--- src/rtl/irq_latch_pkg.sv ---
package irq_latch_pkg;

    localparam int DATA_W = 32;
    localparam logic [DATA_W-1:0] RD_UNMAPPED = 32'hFFFF_FFFF;
    localparam int OFF_STATUS = 'h00;
    localparam int OFF_ENABLE = 'h04;

    typedef enum logic [1:0] {
        SEL_NONE   = 2'd0,
        SEL_STATUS = 2'd1,
        SEL_ENABLE = 2'd2
    } reg_sel_e;

    typedef struct packed {
        reg_sel_e           sel;
        logic               wr;
        logic               rd;
        logic [DATA_W-1:0]  wdata;
    } bus_op_t;

    function automatic reg_sel_e offset_to_sel(input int unsigned off);
        if (off == OFF_STATUS) return SEL_STATUS;
        if (off == OFF_ENABLE) return SEL_ENABLE;
        return SEL_NONE;
    endfunction

endpackage

--- src/rtl/irq_bus_decode.sv ---
module irq_bus_decode
    import irq_latch_pkg::*;
#(
    parameter int ADDR_W = 8
) (
    input  logic [ADDR_W-1:0] addr_i,
    input  logic              wen_i,
    input  logic              ren_i,
    input  logic [DATA_W-1:0] wdata_i,
    output bus_op_t           op_o
);
    always_comb begin
        op_o.sel   = offset_to_sel(int'(unsigned'(addr_i)));
        op_o.wr    = wen_i;
        op_o.rd    = ren_i;
        op_o.wdata = wdata_i;
    end
endmodule

--- src/rtl/irq_status_bank.sv ---
module irq_status_bank
    import irq_latch_pkg::*;
#(
    parameter int                NUM_SRC  = 11,
    parameter logic [DATA_W-1:0] WR_MASK  = 32'h0000_07FF,
    parameter logic [DATA_W-1:0] MASK_RST = 32'h0000_0000
) (
    input  logic               clk,
    input  logic               rst,
    input  logic [NUM_SRC-1:0] req_i,
    input  bus_op_t            op_i,
    output logic [NUM_SRC-1:0] status_o,
    output logic [NUM_SRC-1:0] enable_o
);
    localparam logic [NUM_SRC-1:0] WMASK    = WR_MASK[NUM_SRC-1:0];
    localparam logic [NUM_SRC-1:0] EN_RESET = MASK_RST[NUM_SRC-1:0] & WMASK;

    logic [NUM_SRC-1:0] status_q, enable_q;
    logic [NUM_SRC-1:0] ack_bits, accepted;

    always_comb begin
        ack_bits = '0;
        if (op_i.wr && op_i.sel == SEL_STATUS)
            ack_bits = op_i.wdata[NUM_SRC-1:0] & WMASK;
        accepted = req_i & enable_q;
    end

    // Clear first, then OR in new requests: a same-cycle request survives.
    always_ff @(posedge clk) begin
        if (rst) begin
            status_q <= '0;
            enable_q <= EN_RESET;
        end else begin
            status_q <= (status_q & ~ack_bits) | accepted;
            if (op_i.wr && op_i.sel == SEL_ENABLE)
                enable_q <= op_i.wdata[NUM_SRC-1:0] & WMASK;
        end
    end

    assign status_o = status_q;
    assign enable_o = enable_q;
endmodule

--- src/rtl/irq_line_drive.sv ---
module irq_line_drive #(
    parameter int NUM_SRC = 11
) (
    input  logic               clk,
    input  logic               rst,
    input  logic [NUM_SRC-1:0] status_i,
    output logic               irq_o
);
    always_ff @(posedge clk) begin
        if (rst) irq_o <= 1'b0;
        else     irq_o <= |status_i;
    end
endmodule

--- src/rtl/irq_latch_ctrl.sv ---
module irq_latch_ctrl
    import irq_latch_pkg::*;
#(
    parameter int                NUM_SRC  = 11,
    parameter int                ADDR_W   = 8,
    parameter logic [DATA_W-1:0] WR_MASK  = 32'h0000_07FF,
    parameter logic [DATA_W-1:0] MASK_RST = 32'h0000_0000
) (
    input  logic               clk,
    input  logic               rst,
    input  logic [NUM_SRC-1:0] irq_req_i,
    input  logic [ADDR_W-1:0]  addr_i,
    input  logic               wen_i,
    input  logic [31:0]        wdata_i,
    input  logic               ren_i,
    output logic [31:0]        rdata_o,
    output logic               irq_o
);
    bus_op_t            op;
    logic [NUM_SRC-1:0] status_q, mask_q;

    irq_bus_decode #(.ADDR_W(ADDR_W)) dec_i (
        .addr_i (addr_i),
        .wen_i  (wen_i),
        .ren_i  (ren_i),
        .wdata_i(wdata_i),
        .op_o   (op)
    );

    irq_status_bank #(
        .NUM_SRC (NUM_SRC),
        .WR_MASK (WR_MASK),
        .MASK_RST(MASK_RST)
    ) bank_i (
        .clk     (clk),
        .rst     (rst),
        .req_i   (irq_req_i),
        .op_i    (op),
        .status_o(status_q),
        .enable_o(mask_q)
    );

    irq_line_drive #(.NUM_SRC(NUM_SRC)) line_i (
        .clk     (clk),
        .rst     (rst),
        .status_i(status_q),
        .irq_o   (irq_o)
    );

    always_comb begin
        rdata_o = '0;
        if (op.rd) begin
            unique case (op.sel)
                SEL_STATUS: rdata_o = DATA_W'(status_q);
                SEL_ENABLE: rdata_o = DATA_W'(mask_q);
                default:    rdata_o = RD_UNMAPPED;
            endcase
        end
    end
endmodule

--- config.mk ---
export PLATFORM = sky130hd
export DESIGN_NAME = irq_latch_ctrl
export DESIGN_NICKNAME = d
export VERILOG_FILES = /design/src/rtl/irq_latch_pkg.sv /design/src/rtl/irq_bus_decode.sv /design/src/rtl/irq_status_bank.sv /design/src/rtl/irq_line_drive.sv /design/src/rtl/irq_latch_ctrl.sv
export SDC_FILE = /design/constraint.sdc
export NUM_CORES = 1
export LEC_CHECK = 0
export BUFFER_PORTS_ARGS = -buffer_cell sky130_fd_sc_hd__buf_2
export CAP_MARGIN = 20
export CORE_AREA = 2 2 56 85
export DETAILED_ROUTE_END_ITERATION = 8
export DIE_AREA = 0 0 58 87
export PLACE_DENSITY = 0.85
export SETUP_SLACK_MARGIN = 0.2
export SYNTH_ARGS = -nofsm -noshare
export SYNTH_HDL_FRONTEND = slang
export SYNTH_HIERARCHICAL = 1
export SYNTH_SLANG_ARGS = --single-unit
--- constraint.sdc ---
create_clock -name clk -period 3.75 [get_ports clk]
set_input_delay 0.75 -clock clk [delete_from_list [all_inputs] [get_ports clk]]
set_output_delay 0.75 -clock clk [all_outputs]
set_load 0.02 [all_outputs]
==> flow_metrics.py <==
metrics = {
    "run_status": {
        "outcome": "complete, no violations",
    },
    "timing": {
        "tightestPinTransition_ps": 654,
        "finalCritPeriodShare_pct": 92.0,
        "setup_viol": 0,
        "layout_min_cycle_time_ps": 3450,
        "rsz0062_at_grt": "yes",
        "slew_headroom_pct": 56.4,
        "fin_setup_tns_ps": 0,
        "finalHoldViolations": 0,
        "drv_slew": 0,
        "clock_skew_ps": 5.92,
        "timing.fmax_mhz": 290,
    },
    "global_routing": {
        "first_global_vias": 1208,
        "grt_usage_pct": 13.2,
        "grt_max_degree": 35,
        "grt_pass1_wl_um": 5310,
        "grt.overflow.total": 0,
        "antenna_found_initial": 0,
    },
    "yosys": {
        "netlist_area_um2": 1640,
        "ys_warn_count": 6,
        "synthesis.instances": 169,
        "synth_nets": 226,
        "avgSynthCellArea_um2": 9.73,
    },
    "drt": {
        "wl_per_cell_um": 13.7,
        "vias": 1278,
        "postRouteAntennaNets": 0,
        "wirelength_um": 3430,
        "vias_per_cell": 5.11,
        "dr.pass1.iters": 4,
        "drc": 0,
        "dr.first_iter.drc_count": 19,
    },
    "setup_path": {
        "path_class": "in -> out",
        "critPathRequiredTime_ps": 3000,
        "cp_max_fo": 8,
        "rr_worst_depth": 2,
        "end_kind": "output port",
        "worstSetupStartpointType": "input pin",
        "worstPathArrival_ps": 2700,
    },
    "hold_path": {
        "hold_depth": 2,
        "hold_class": "reg -> reg",
    },
    "clock_tree": {
        "cts.path.max_buffers": 2,
        "clkLatencyLatePin_ps": 260,
        "cts_setup_buffers": 0,
        "root_buffer": "clkbuf_8",
        "cts_buffers": 3,
        "holdBufCountCts": 0,
        "cts_tree": "done",
        "cts.htree.levels": 1,
        "clkSinkCount": 23,
        "clk_pin_slew_worst_paths_ps": 80,
    },
    "flow_run": {
        "cap_violations": 0,
    },
    "power_and_ir_drop": {
        "powerDensity_nw_per_um2": 273,
        "leakagePower_nw": 0.729,
        "worst_ir_drop_vdd_mv": 0.194,
        "total_power_uw": 493,
    },
    "layout": {
        "layout_common_cells": "buf_2, nand2b_1, dfxtp_1",
        "finalNonFillerCells": 250,
        "mostFrequentLayoutCell": "buf_2",
        "drive_gt1_share_pct": 50.0,
        "syn_to_final_growth_pct": 9.89,
        "final_nets": 260,
        "fillers": 441,
        "antenna_cells": 0,
    },
    "die": {
        "rows": 30,
        "ios": 88,
        "die_h_um": 87,
        "core_um2": 4350,
        "die_area_um2": 5050,
        "start_util_pct": 37.8,
        "die_w_um": 58,
    },
    "placed_design": {
        "portBuffers": 66,
        "routabilityCongestion": 0.694,
        "hpwl_um": 2650,
        "dp_cells": 246,
    },
}
report_power, final:
| group | internal, mW | total [mW] | switching (mW) | leakage [nW] |
|---|---|---|---|---|
| clock | 0.0750 | 0.157 | 0.0823 | 0.0217 |
| sequential | 0.244 | 0.245 | 0.000279 | 0.185 |
| combinational | 0.0360 | 0.0912 | 0.0552 | 0.522 |
| total | 0.355 | 0.493 | 0.138 | 0.729 |
critical path, cell delays in order:
cell	delay, ps
buf_2	100
or4_4	540
nor2_1	230
inv_1	90
ha_2	460
buf_4	180
a221oi_2	40
nor2b_1	140
buf_2	180
metrics by stage:
step                setup slack [ps]  hold WS [ps]  utilization (%)  instance area (um2)
floorplan                        376           475                -                 1650
global placement                 238           496             40.0                 1740
detailed placement               207           506             40.0                 1740
CTS                              209           522             41.1                 1790
global route                     187           551             41.5                 1810
finish                           301           523             41.5                 1810
state kept, by name, summed over array words and instances, names as in the netlist:
name and cells:
bank_i/enable_o 11, bank_i/status_o 11, line_i/irq_o 1
final timing paths:
kind | startpoint | to | slack [ps]
hold / removal | bank_i/enable_o[3] | bank_i/enable_o[3] | 520
setup reg to reg | bank_i/status_o[1] | line_i/irq_o | 2850
hold reg to reg | bank_i/enable_o[3] | bank_i/enable_o[3] | 520
setup / recovery | addr_i[5] | rdata_o[1] | 300
repair_timing:
action	CTS	global route
endpoints found under the hold margin	0	0
gates resized for setup	0	4
setup endpoints to repair	0	31
cell type report:
cell class	count	area, um2	area share [%]
tap	48	60.1	3.32
timing repair buffer	71	368	20.4
inverter	2	7.51	0.416
sequential	23	460	25.5
multi-input combinational	102	862	47.7
clock inverter	1	7.51	0.416
clock buffer	3	41.3	2.29
routing by layer:
metal	vias to the layer above	wire, um	global-route usage [%]
met1	588	1410	15.8
met2	51	1780	24.4
met5	-	0	0
met4	0	38	4.23
met3	2	200	1.04
li1	637	-	-
(Power assumes the default switching activity.)
